<file path="config.mk">
export PLATFORM = sky130hd
export DESIGN_NAME = uart_tx_regs
export DESIGN_NICKNAME = d
export VERILOG_FILES = /design/src/rtl/uart_tx_pkg.sv /design/src/rtl/uart_baud_gen.sv /design/src/rtl/uart_tx_shifter.sv /design/src/rtl/uart_thre_irq.sv /design/src/rtl/uart_tx_regs.sv
export SDC_FILE = /design/constraint.sdc
export NUM_CORES = 1
export LEC_CHECK = 0
export BUFFER_PORTS_ARGS = -buffer_cell sky130_fd_sc_hd__buf_2
export CAP_MARGIN = 20
export CORE_MARGIN = 2
export CORE_UTILIZATION = 55
export CTS_CLUSTER_SIZE = 10
export DETAILED_ROUTE_END_ITERATION = 8
export PLACE_DENSITY_LB_ADDON = 0.05
export SLEW_MARGIN = 40
export SYNTH_ARGS = -nofsm -noshare
export SYNTH_HDL_FRONTEND = slang
export SYNTH_SLANG_ARGS = --single-unit
</file>
<file path="constraint.sdc">
create_clock -name clk -period 3.4 [get_ports clk]
set_input_delay 0.17 -clock clk [delete_from_list [all_inputs] [get_ports clk]]
set_output_delay 0.17 -clock clk [all_outputs]
set_load 0.005 [all_outputs]
</file>
<file path="src/rtl/uart_tx_pkg.sv">
package uart_tx_pkg;
  localparam logic [1:0] OFS_DATA = 2'd0;
  localparam logic [1:0] OFS_IEN  = 2'd1;
  localparam logic [1:0] OFS_IID  = 2'd2;
  localparam logic [1:0] OFS_LCTL = 2'd3;

  localparam logic [7:0] IID_NONE  = 8'h01;
  localparam logic [7:0] IID_EMPTY = 8'h02;

  typedef enum logic [1:0] {
    ST_IDLE  = 2'd0,
    ST_START = 2'd1,
    ST_DATA  = 2'd2,
    ST_STOP  = 2'd3
  } tx_state_e;
endpackage

</file>
<file path="src/rtl/uart_baud_gen.sv">
module uart_baud_gen #(
  parameter int DIV_W = 16
) (
  input  logic             clk,
  input  logic             rst,
  input  logic [DIV_W-1:0] divisor,
  output logic             tick
);
  logic [DIV_W-1:0] cnt_q;
  logic [DIV_W-1:0] last_cnt;

  // zero divisor behaves as one: tick every cycle
  assign last_cnt = (divisor == '0) ? '0 : divisor - DIV_W'(1);
  assign tick     = (cnt_q >= last_cnt);

  always_ff @(posedge clk) begin
    if (rst) cnt_q <= '0;
    else if (tick) cnt_q <= '0;
    else cnt_q <= cnt_q + DIV_W'(1);
  end
endmodule

</file>
<file path="src/rtl/uart_tx_shifter.sv">
module uart_tx_shifter
  import uart_tx_pkg::*;
#(
  parameter int WORD_W = 8,
  parameter int OVS    = 16
) (
  input  logic              clk,
  input  logic              rst,
  input  logic              tick,
  input  logic              thr_full,
  input  logic [WORD_W-1:0] thr_data,
  input  logic [1:0]        wlen,
  input  logic              two_stop,
  output logic              load,
  output logic              busy,
  output logic              txd
);
  localparam int SUB_W = $clog2(OVS);
  localparam int IDX_W = $clog2(WORD_W);

  tx_state_e         state_q;
  logic [SUB_W-1:0]  sub_q;
  logic [IDX_W-1:0]  idx_q;
  logic [IDX_W-1:0]  last_q;
  logic [WORD_W-1:0] sh_q;
  logic              stop_left_q;
  logic              txd_q;
  logic              bit_end;
  logic              frame_end;

  assign bit_end   = tick && (sub_q == SUB_W'(OVS - 1));
  assign frame_end = bit_end && (state_q == ST_STOP) && !stop_left_q;
  assign load      = tick && thr_full && ((state_q == ST_IDLE) || frame_end);
  assign busy      = (state_q != ST_IDLE);
  assign txd       = txd_q;

  always_ff @(posedge clk) begin
    if (rst) begin
      state_q     <= ST_IDLE;
      sub_q       <= '0;
      idx_q       <= '0;
      last_q      <= '0;
      sh_q        <= '0;
      stop_left_q <= 1'b0;
      txd_q       <= 1'b1;
    end else if (load) begin
      state_q     <= ST_START;
      sub_q       <= '0;
      sh_q        <= thr_data;
      last_q      <= IDX_W'(4) + IDX_W'(wlen);
      stop_left_q <= two_stop;
      txd_q       <= 1'b0;
    end else if (tick && busy) begin
      sub_q <= bit_end ? '0 : sub_q + SUB_W'(1);
      if (bit_end) begin
        unique case (state_q)
          ST_START: begin
            state_q <= ST_DATA;
            idx_q   <= '0;
            txd_q   <= sh_q[0];
          end
          ST_DATA: begin
            if (idx_q == last_q) begin
              state_q <= ST_STOP;
              txd_q   <= 1'b1;
            end else begin
              idx_q <= idx_q + IDX_W'(1);
              sh_q  <= sh_q >> 1;
              txd_q <= sh_q[1];
            end
          end
          ST_STOP: begin
            if (stop_left_q) stop_left_q <= 1'b0;
            else state_q <= ST_IDLE;
          end
          default: state_q <= ST_IDLE;
        endcase
      end
    end
  end
endmodule

</file>
<file path="src/rtl/uart_thre_irq.sv">
module uart_thre_irq
  import uart_tx_pkg::*;
(
  input  logic       clk,
  input  logic       rst,
  input  logic       thr_wr,
  input  logic       load,
  input  logic       en_set,
  input  logic       iid_rd,
  input  logic       en,
  output logic       pend,
  output logic       irq,
  output logic [7:0] iid
);
  logic pend_q;

  always_ff @(posedge clk) begin
    if (rst) pend_q <= 1'b1;
    else if (thr_wr) pend_q <= 1'b0;
    else if (load || en_set) pend_q <= 1'b1;
    else if (iid_rd && en && pend_q) pend_q <= 1'b0;
  end

  assign pend = pend_q;
  assign irq  = pend_q && en;
  assign iid  = (pend_q && en) ? IID_EMPTY : IID_NONE;
endmodule

</file>
<file path="src/rtl/uart_tx_regs.sv">
module uart_tx_regs
  import uart_tx_pkg::*;
#(
  parameter int BUS_W = 8,
  parameter int OVS   = 16
) (
  input  logic             clk,
  input  logic             rst,
  input  logic [1:0]       addr,
  input  logic             wr,
  input  logic             rd,
  input  logic [BUS_W-1:0] wdata,
  output logic [BUS_W-1:0] rdata,
  output logic             irq,
  output logic             txd
);
  localparam int DIV_W = 2 * BUS_W;

  logic [BUS_W-1:0] lctl_q;
  logic             ien_q;
  logic [DIV_W-1:0] div_q;
  logic [BUS_W-1:0] thr_q;
  logic             thr_full_q;
  logic [BUS_W-1:0] rdata_q;

  logic             bank;
  logic             thr_wr;
  logic             en_wr;
  logic             en_set;
  logic             iid_rd;
  logic             tick;
  logic             load;
  logic             busy;
  logic             pend;
  logic [7:0]       iid;

  assign bank   = lctl_q[7];
  assign thr_wr = wr && (addr == OFS_DATA) && !bank;
  assign en_wr  = wr && (addr == OFS_IEN) && !bank;
  assign en_set = en_wr && wdata[1] && !thr_full_q;
  assign iid_rd = rd && (addr == OFS_IID);

  always_ff @(posedge clk) begin
    if (rst) begin
      lctl_q     <= '0;
      ien_q      <= 1'b0;
      div_q      <= '0;
      thr_q      <= '0;
      thr_full_q <= 1'b0;
    end else begin
      if (wr && addr == OFS_LCTL) lctl_q <= wdata;
      if (en_wr) ien_q <= wdata[1];
      if (wr && bank && addr == OFS_DATA) div_q[BUS_W-1:0] <= wdata;
      if (wr && bank && addr == OFS_IEN)  div_q[DIV_W-1:BUS_W] <= wdata;
      if (thr_wr) begin
        thr_q      <= wdata;
        thr_full_q <= 1'b1;
      end else if (load) begin
        thr_full_q <= 1'b0;
      end
    end
  end

  always_ff @(posedge clk) begin
    if (rst) rdata_q <= '0;
    else if (rd) begin
      unique case (addr)
        OFS_DATA: rdata_q <= bank ? div_q[BUS_W-1:0] : '0;
        OFS_IEN:  rdata_q <= bank ? div_q[DIV_W-1:BUS_W]
                                  : BUS_W'({ien_q, 1'b0});
        OFS_IID:  rdata_q <= BUS_W'(iid);
        default:  rdata_q <= lctl_q;
      endcase
    end
  end

  assign rdata = rdata_q;

  uart_baud_gen #(.DIV_W(DIV_W)) i_baud (
    .clk     (clk),
    .rst     (rst),
    .divisor (div_q),
    .tick    (tick)
  );

  uart_tx_shifter #(.WORD_W(BUS_W), .OVS(OVS)) i_shift (
    .clk      (clk),
    .rst      (rst),
    .tick     (tick),
    .thr_full (thr_full_q),
    .thr_data (thr_q),
    .wlen     (lctl_q[1:0]),
    .two_stop (lctl_q[2]),
    .load     (load),
    .busy     (busy),
    .txd      (txd)
  );

  uart_thre_irq i_irq (
    .clk    (clk),
    .rst    (rst),
    .thr_wr (thr_wr),
    .load   (load),
    .en_set (en_set),
    .iid_rd (iid_rd),
    .en     (ien_q),
    .pend   (pend),
    .irq    (irq),
    .iid    (iid)
  );
endmodule

</file>
=== Word level (Yosys, flattened, before mapping) ===
Cells that the tools add are included.

* Flip-flop bits (word level): 81
* Input port bits: 14
* Output and inout port bits: 10
* Logic and storage cells: 116

* Add/subtract/negate cells: 5
* $lt $le $gt $ge: 1
* Eq/ne operators: 14
* Muxes and demuxes: 33
* Bitwise gates (word level): 1
* Reduce and logical (&&, ||, !) cells: 45

{| class="wikitable"
|+ Operator list
! operator !! number
|-
| $mux W8 || 7
|-
| $pmux W8 S3 || 1
|-
| $logic_and A1 B1 Y1 || 20
|-
| $add A16 B1 Y16 const B || 1
|-
| $ge A16 B16 Y1 || 1
|-
| $logic_not A16 Y1 || 1
|-
| $mux W1 || 16
|-
| $mux W16 || 1
|-
| $sub A16 B1 Y16 const B || 1
|-
| $reduce_bool A2 Y1 || 7
|-
| $reduce_and A4 Y1 || 3
|-
| $eq A2 B2 Y1 const B || 4
|-
| $mux W2 || 3
|-
| $pmux W2 S3 || 1
|-
| $pmux W3 S2 || 1
|-
| $reduce_and A3 Y1 || 2
|-
| $reduce_bool A3 Y1 || 2
|-
| $reduce_and A5 Y1 || 1
|-
| $add A4 B1 Y4 const B || 1
|-
| $eq A2 B1 Y1 const B || 2
|-
| $eq A4 B4 Y1 const B || 1
|-
| $logic_not A2 Y1 || 2
|-
| $mux W4 || 1
|-
| $ne A2 B1 Y1 const B || 2
|-
| 12 further kinds || 17
|}

=== Longest topological paths before layout ===
Gate-level depths: netlist of the first run.

* Depth in word-level cells: 11
* Depth in mapped cells: 15
* Mapped depth without buffers: 13

=== By module ===
A second synthesis of the first run with hierarchy kept.

* Cell total of the unflattened synthesis: 534
* Area, all modules: 4,606.9 µm²

{| class="wikitable"
|+ By module, submodules not included
! module !! instances !! cells each !! area an instance (µm²) !! sequential area each (µm²)
|-
| uart_tx_regs || 1 || 215 || 1,818.0 || 840.8
|-
| uart_baud_gen || 1 || 173 || 1,482.7 || 320.3
|-
| uart_tx_shifter || 1 || 132 || 1,197.4 || 440.4
|-
| uart_thre_irq || 1 || 14 || 108.9 || 20.0
|}

=== Least setup slack after synthesis of the first run ===
No wires, ideal clock.

* Path type: register to register
* From: reg div_q[2]
* To: reg i_shift.state_q[0]
* Setup time: 0.119 ns
* Arrival: 3.393 ns
* Required time: 3.281 ns
* Path slack: -0.112 ns
* Stages on the path, launching flop included: 16
* Buffers on the path: 2
* Clock period less this slack: 3.512 ns
* Cells stage by stage: dfxtp_1 or4_1 nor4_2 and3_1 nand2b_1 xnor2_1 nand2_1 ha_1 a21o_1 a21o_1 a2111oi_2 and3_1 buf_4 buf_6 a21oi_1 o221a_1

* Longest elaborated chain between the ends: 10
* Elaborated cells on any way between the ends: 17
* Classes of those cells: add/sub: 1; order compare: 1; eq/ne: 2; mux: 2; reduce/logical: 11

{| class="wikitable"
|+ RTL lines
! item !! RTL line !! RTL
|-
| from (decl) || uart_tx_regs.sv:21 || <nowiki>logic [DIV_W-1:0] div_q;</nowiki>
|-
| from (signal, indexed assignment) || uart_tx_regs.sv:53 || <nowiki>if (wr && bank && addr == OFS_DATA) div_q[BUS_W-1:0] <= wdata;</nowiki>
|-
| from (signal, indexed assignment) || uart_tx_regs.sv:54 || <nowiki>if (wr && bank && addr == OFS_IEN) div_q[DIV_W-1:BUS_W] <= wdata;</nowiki>
|-
| $sub A16 B1 Y16 / $logic_not A16 Y1 (equally long branches) || uart_baud_gen.sv:13 || <nowiki>assign last_cnt = (divisor == '0) ? '0 : divisor - DIV_W'(1);</nowiki>
|-
| $mux W16 (*) || uart_baud_gen.sv:13 ||
|-
| $ge A16 B16 Y1 (*) || uart_baud_gen.sv:14 || <nowiki>assign tick = (cnt_q >= last_cnt);</nowiki>
|-
| $logic_and A1 B1 Y1 || uart_tx_shifter.sv:31 || <nowiki>assign bit_end = tick && (sub_q == SUB_W'(OVS - 1));</nowiki>
|-
| $logic_and A1 B1 Y1 (2 in a row) || uart_tx_shifter.sv:32 || <nowiki>assign frame_end = bit_end && (state_q == ST_STOP) && !stop_left_q;</nowiki>
|-
| $logic_or A1 B1 Y1 || uart_tx_shifter.sv:33 || <nowiki>assign load = tick && thr_full && ((state_q == ST_IDLE) || frame_end);</nowiki>
|-
| $logic_and A1 B1 Y1 || uart_tx_shifter.sv:33 ||
|-
| $ne A3 B2 Y1 (no line), or another cell as far along || - ||
|-
| $reduce_and A4 Y1 (no line) || - ||
|-
| to (signal assigned) || uart_tx_shifter.sv:39 || <nowiki>state_q <= ST_IDLE;</nowiki>
|-
| to (signal assigned) || uart_tx_shifter.sv:47 || <nowiki>state_q <= ST_START;</nowiki>
|-
| to (signal assigned) || uart_tx_shifter.sv:58 || <nowiki>state_q <= ST_DATA;</nowiki>
|-
| to (decl) || uart_tx_shifter.sv:21 || <nowiki>tx_state_e state_q;</nowiki>
|}

Every way passes the cells marked *; elsewhere a longest branch is shown, timed or not.
A chain may end at the register's enable or synchronous reset.

=== Worst setup path in the final report of the first run ===
* From: reg div_q[6]
* To: reg i_baud.cnt_q[4]

* Longest elaborated chain between the ends: 4
* Elaborated cells on any way between the ends: 5
* Classes of those cells: add/sub: 1; order compare: 1; mux: 1; reduce/logical: 2

{| class="wikitable"
|+ RTL lines
! item !! RTL line !! RTL
|-
| $sub A16 B1 Y16 / $logic_not A16 Y1 (equally long branches) || uart_baud_gen.sv:13 ||
|-
| $mux W16 (*) || uart_baud_gen.sv:13 ||
|-
| $ge A16 B16 Y1 (*) || uart_baud_gen.sv:14 ||
|-
| $reduce_or A2 Y1 (no line) (*) || - ||
|-
| to (signal assigned) || uart_baud_gen.sv:19 || <nowiki>else cnt_q <= cnt_q + DIV_W'(1);</nowiki>
|-
| to (decl) || uart_baud_gen.sv:9 || <nowiki>logic [DIV_W-1:0] cnt_q;</nowiki>
|}

Marks and branches as above.

==> results of run 1 <==
## cells in the final DEF, fill, tap and decap left out, types with 12 or more instances in the layout
master / Yosys / final
nand2_1: 97 / 95
dfxtp_1: 81 / 79
a21oi_1: 59 / 56
nor2_1: 51 / 37
nand3_1: 28 / 28
buf_4: 3 / 25
buf_2: 1 / 23
ha_1: 24 / 22
xor2_1: 16 / 16
xnor2_1: 15 / 15
nor3_1: 15 / 12
inv_1: 12 / 12
## state kept, by name, summed over array words and instances, names as in the netlist
name	flops
i_shift.stop_left_q	1
i_shift.idx_q	3
i_shift.sub_q	4
i_baud.cnt_q	16
thr_full_q	1
i_shift.state_q	2
thr_q	8
rdata	8
lctl_q	8
i_shift.sh_q	8
i_shift.txd	1
ien_q	1
div_q	16
i_shift.last_q	3
i_irq.pend	1
## per-layer routing
metal | track usage (%) | part of all wire [%] | vias up
li1 | - | - | 1958
met1 | 34.1 | 45 | 1813
met2 | 41.5 | 47 | 111
met3 | 4.68 | 4.8 | 27
met4 | 11.1 | 3.6 | 0
met5 | 0 | 0 | -
## what timing repair did
item                                    in CTS  in global routing
buffers inserted                             5                  1
gates cloned                                 0                  1
pin swaps                                   27                 22
endpoints found under the setup margin      40                 40
resized for setup                           24                 38
## where the power goes
| part | switching (mW) | total [mW] | internal [mW] |
|---|---|---|---|
| Combinational | 0.320 | 0.615 | 0.295 |
| Sequential | 0.0251 | 1.01 | 0.980 |
| Clock | 0.408 | 0.694 | 0.286 |
## critical path: cells and delay by family (launching register included)
kind            cells  cell delay, ps
buf+inv             2             250
flops               1             330
xor+xnor            1             130
simple gates        8            1800
fa+ha+maj           1             230
compound gates      3             680
## worst max-delay path by stage
stage,startpoint,endpoint,slack (ps),depth (start not counted)
after global routing,div_q[6],i_baud.cnt_q[4],-260,15
after CTS,div_q[6],i_shift.idx_q[0],-130,14
final,div_q[6],i_baud.cnt_q[4],-80,15
after floorplan,div_q[6],i_shift.state_q[0],4,15
after detailed placement,div_q[6],i_shift.idx_q[0],-260,14
after global placement,div_q[6],i_shift.idx_q[0],-120,14
## stage by stage
step	hold WS [ps]	setup TNS [ps]	total power, mW
2_1_floorplan	298	0	1.28
3_3_place_gp	442	-1710	1.43
3_5_place_dp	449	-6700	1.44
4_1_cts	78.6	-611	2.23
5_1_grt	87.0	-8040	2.41
6_report	84.8	-1420	2.31
## cell usage after synthesis, types with 2 or more instances
cell type	instances
nor2_1	51
a211oi_1	5
nand3b_1	2
nand4_1	6
and3_1	4
dfxtp_1	81
nand3_1	28
o31ai_1	9
nor4_1	7
xor2_1	16
ha_1	24
or3_1	2
a21o_1	2
inv_1	12
o311ai_0	2
nor3_1	15
nor2b_1	3
and2_1	3
mux2i_1	11
a21oi_1	59
nand2b_1	8
o21ai_1	4
a31oi_1	2
xnor2_1	15
or2_2	2
or4_1	4
nor4_2	2
nand2_1	97
buf_4	3
clkbuf_1	21
o21ai_0	12
a211oi_2	2
nand4b_1	4
## layout make-up
| cell class | instances | area share [%] |
|---|---|---|
| Tap cell | 102 | 2.44 |
| Inverter | 12 | 0.861 |
| Multi-Input combinational cell | 416 | 53.5 |
| Clock buffer | 9 | 2.37 |
| Clock inverter | 7 | 1.27 |
| Sequential cell | 81 | 31.0 |
| Timing Repair Buffer | 58 | 8.54 |
## cells by family (layout without fill, tap and decap cells)
logic type      count (synthesis)  count (layout)  synth area share (%)
compound gates                107             107                  15.2
xor+xnor                       31              31                  6.39
fa+ha+maj                      24              24                  7.07
buf+inv                        38              86                  3.83
flops                          81              81                  38.2
mux                            11              11                  2.59
simple gates                  243             243                  26.7
==> metrics.md, run 1 <==
| Metric | Value |
|---|---|
| Status | `finished, violations left` |
| Failing checks | `negative setup slack` |
| Placed insts | `662` |
| Worst reg2reg endpoint | `i_baud.cnt_q[4]` |
| R2R setup slack | `-80 ps` |
| Hold Path Class | `in -> reg` |
| Final instance area | `0.00523 mm2` |
| GPL Wtd Cong | `0.895` |
| Clock slew at reported path FFs | `100 ps` |
| I/O pin cnt | `24` |
| Yosys synthesis warning count | `0` |
| Required arrival time at the worst endpoint | `3690 ps` |
| Filler Cells Inserted | `631` |
| Area growth syn-to-layout | `23.2%` |
| Worst setup EP type | `register` |
| Buffers on Ports | `23` |
| Final setup fails | `30` |
| Vias | `3909` |
| Total Wirelength | `10700 um` |
| Vias/cell | `5.71` |
| Clk Latency, worst-skew pair | `370 ps` |
| Reg2reg start | `div_q[6]` |
| Placeable Area | `0.00761 mm2` |
| Final nets | `616` |
| Hold wc startpoint | `wdata[7]` |
| Relative slew margins | `56.1%` |
| Most used DFF post-synth | `dfxtp_1` |
| CP arrival | `3780 ps` |
| Post-Layout Cell Count | `685` |
| Max VDD drop | `0.000297 V` |
| Yosys reg bits | `81` |
| Drt wl/cell | `15.6 um` |
| Seq/Total Area, Yosys | `38.2%` |
| Nature of the critical path startpoint | `register` |
| First-pass GRT wire length | `17500 um` |
| Post-DP HPWL | `7750 um` |
| Total global routing overflow | `0` |
| Die W | `91.9 um` |
| Largest net degree at the start of global routing | `51` |
| Starting density of the core | `55.8%` |
| Diodes inserted | `0` |
| Clk_skew | `13.6 ps` |
| Top cell type's share of synthesized area | `38.2%` |
| Synth top area cells | `dfxtp_1 38%, nand2_1 8.6%, ha_1 7.1%` |
| Detailed Routing Iterations Pass 1 | `5` |
| Crit Path Max Fanout | `15` |
| Biggest area consumer among synthesized cells | `dfxtp_1` |
| Register Area | `0.00162 mm2` |
| Cts bufs inserted | `9` |
| Yosys cell types | `50` |
| Layout cell share with drive strength beyond 1 | `21.8%` |
| Vias in the first global route | `3706` |
| Hold Buf Count CTS | `0` |
| Worst hold path depth | `3` |
| Final Critical Period | `3480 ps` |
| Final Util | `68.8%` |
| Footprint of the multi-input gates | `0.00280 mm2` |
| Fin crit share | `102%` |
| Clk buf depth | `2` |
| H-tree levels | `3` |
| RSZ-0062 raised after global routing | `yes` |
| Placement Cell Area | `0.00468 mm2` |
| Synthesized instance count | `535` |
| Slowest cell on the critical path | `or4_4` |
| Slew Limit Fails | `0` |
| CP Cell Sequence | `or4_4 > nor4_4 > and3_4 > nand2b_1 > xnor2_1 > nand2_1 > ha_4 > a21o_1 > a21o_1 > a2111oi_4 > and3_4 > buf_6 > buf_6 > nand2_8 > nor2_2` |
| Register-to-Register Path Depth | `15` |
| WS Path Type | `reg -> reg` |
| Number of synthesized flops with an enable pin | `0` |
| CTS tree | `built` |
| DRT iter0 DRCs | `152` |
| Worst slew pin tran | `657 ps` |
| Synth Cell Area | `0.00425 mm2` |
| Root Driver | `clkbuf_8` |
| Pre-CTS setup slack | `-265 ps` |
| GRT Resource Usage Total | `25.8%` |
| Hold endpoint | `thr_q[7]` |
| Avg Inst Size Synth | `7.94 um2` |
| Post-route ant nets | `0` |
| Die area | `0.00844 mm2` |
| Setup ws final | `-83.9 ps` |
| Die Y | `91.9 um` |
| FP Rows | `32` |
| Ys async rst share | `0%` |
| Leak Pwr | `1.89 nW` |
| Syn nets | `573` |
| Final hold viol count | `0` |
| PD cells | `442 mW/mm2` |
| Clock sink count | `81` |
| Max-cap violations | `0` |
| Largest stage delay on the critical path | `550 ps` |
| Fmax | `0.287 GHz` |
| Antenna violations before repair | `0` |
| DRC violations left | `0` |
(Power assumes the default switching activity.)
==> run 2: changes to the inputs <==
--- a/config.mk
+++ b/config.mk
@@ -5,13 +5,13 @@
 export SDC_FILE = /design/constraint.sdc
 export NUM_CORES = 1
 export LEC_CHECK = 0
-export BUFFER_PORTS_ARGS = -buffer_cell sky130_fd_sc_hd__buf_2
-export CAP_MARGIN = 20
+export BUFFER_PORTS_ARGS = -buffer_cell sky130_fd_sc_hd__buf_4
 export CORE_MARGIN = 2
 export CORE_UTILIZATION = 55
 export CTS_CLUSTER_SIZE = 10
 export DETAILED_ROUTE_END_ITERATION = 8
 export PLACE_DENSITY_LB_ADDON = 0.05
+export SKIP_CTS_REPAIR_TIMING = 1
 export SLEW_MARGIN = 40
 export SYNTH_ARGS = -nofsm -noshare
 export SYNTH_HDL_FRONTEND = slang
==> metrics.md, run 2 (synthesis results as in run 1) <==
| Metric | Value |
|---|---|
| Combinational share of power | `21.6%` |
| GRT Resource Usage Total | `25.5%` |
| Starting density of the core | `55.8%` |
| Clk buf depth | `2` |
| Cts bufs inserted | `9` |
| Nature of the critical path startpoint | `register` |
| Final hold viol count | `0` |
| Fin crit share | `105%` |
| Metal1 wirelength | `4930 um` |
| Register Area | `0.00162 mm2` |
| Area growth syn-to-layout | `19.1%` |
| Overall power | `2.21 mW` |
| Total global routing overflow | `0` |
| Required arrival time at the worst endpoint | `3690 ps` |
| Final instance area | `0.00506 mm2` |
| Buffers on Ports | `23` |
| Clock slew at reported path FFs | `90 ps` |
| Vias/cell | `5.65` |
| DRT iter0 DRCs | `153` |
| I/O pin cnt | `24` |
| Leak Pwr | `1.87 nW` |
| Sw Ratio | `29.7%` |
| Met2 WL | `4740 um` |
| Crit Path Max Fanout | `14` |
| Sw Pwr | `0.657 mW` |
| Detailed Routing Iterations Pass 1 | `6` |
| Final Util | `66.5%` |
| Antenna violations before repair | `0` |
| Clock sink count | `81` |
| Slew Limit Fails | `0` |
| Vias in the first global route | `3600` |
| Diodes inserted | `0` |
| Placeable Area | `0.00761 mm2` |
| Footprint of the multi-input gates | `0.00264 mm2` |
| WS Path Type | `reg -> reg` |
| GPL Wtd Cong | `0.872` |
| Setup TNS | `-1760 ps` |
| Die Y | `91.9 um` |
| Top Layer Used | `met4` |
| FP Rows | `32` |
| Relative slew margins | `56.1%` |
| Clk Latency, worst-skew pair | `360 ps` |
| Final Critical Period | `3580 ps` |
| Placement Cell Area | `0.00474 mm2` |
| CTS tree | `built` |
| Layout cell share with drive strength beyond 1 | `17.5%` |
| Die W | `91.9 um` |
| Met3 routed wirelength | `368 um` |
| Filler Cells Inserted | `651` |
| Worst slew pin tran | `658 ps` |
| Biggest regs | `div_q: 16 flops, i_baud.cnt_q: 16 flops` |
| Vias | `3833` |
| P_int | `1.56 mW` |
| Worst setup EP type | `register` |
| Largest net degree at the start of global routing | `52` |
| Max VDD drop | `0.000260 V` |
| Clock share of power | `33.1%` |
| Failing checks | `negative setup slack` |
| Root Driver | `clkbuf_8` |
| Status | `finished, violations left` |
| Max-cap violations | `0` |
| Most common cell after layout, fill and taps aside | `nand2_1` |
| Clk_skew | `12.8 ps` |
| First-pass GRT wire length | `17300 um` |
| Hold Path Class | `in -> reg` |
| Setup ws final | `-179 ps` |
| Final nets | `611` |
| RSZ-0062 raised after global routing | `yes` |
| Post-route ant nets | `0` |
| Die area | `0.00844 mm2` |
| DRC violations left | `0` |
| Post-DP HPWL | `7560 um` |
| Sequential Power Share | `45.4%` |
| H-tree levels | `3` |
| Total Wirelength | `10400 um` |
| Final setup fails | `19` |
| PD cells | `438 mW/mm2` |
| CP arrival | `3870 ps` |
| Fmax | `0.279 GHz` |
| Drt wl/cell | `15.3 um` |
| Commonest cells after routing, fill and taps aside | `95 x nand2_1, 79 x dfxtp_1, 57 x a21oi_1, 50 x buf_4, 49 x nor2_1` |
## run 2: final timing paths
check | to | cells past startpoint | startpoint | slack [ps]
max reg2reg | i_shift.idx_q[0] | 14 | div_q[6] | -180
min | thr_q[3] | 3 | wdata[3] | 90
max | i_shift.idx_q[0] | 14 | div_q[6] | -180
min reg2reg | lctl_q[4] | 2 | lctl_q[4] | 460
## run 2: power groups by stage
| stage | registers (mW) | logic, mW | clock network, mW |
|---|---|---|---|
| 6_report | 1.00 | 0.477 | 0.732 |
| 5_1_grt | 1.01 | 0.522 | 0.776 |
| 4_1_cts | 1.00 | 0.428 | 0.748 |
| 3_5_place_dp | 1.03 | 0.427 | 0 |
| 3_3_place_gp | 1.03 | 0.417 | 0 |
| 2_1_floorplan | 1.02 | 0.262 | 0 |
## run 2: worst max-delay path, cell delays in order (launching register included)
cell and delay [ps]:
dfxtp_2 330, or4_4 550, nor4_4 220, nand2_2 140
nor4_4 290, xor2_1 170, nand2_1 70, ha_1 270
nand4_1 150, nor3_2 280, a2111oi_4 90, and3_4 170
buf_12 140, or4_4 510, a21oi_2 110
## run 2: final cells by class
cell class / count / share of cell area [%]
clock buffer: 10 / 2.72
inverter: 12 / 0.890
multi-input combinational: 416 / 52.1
tap: 102 / 2.52
clock inverter: 5 / 1.26
timing repair buffer: 53 / 8.43
sequential: 81 / 32.1
## run 2: stage by stage
step | instances | setup WS (ps) | hold WS (ps)
final | 679 | -179 | 88.1
after global routing | 679 | -368 | 71.1
after CTS | 678 | -223 | 69.8
after detailed placement | 663 | -212 | 449
after global placement | 663 | -103 | 443
after floorplan | 535 | 3.94 | 298
## run 2: layer usage
layer,vias up,global-route usage [%]
met3,30,4.60
met1,1780,34.3
met5,-,0
met4,0,11.6
met2,79,40.0
li1,1944,-
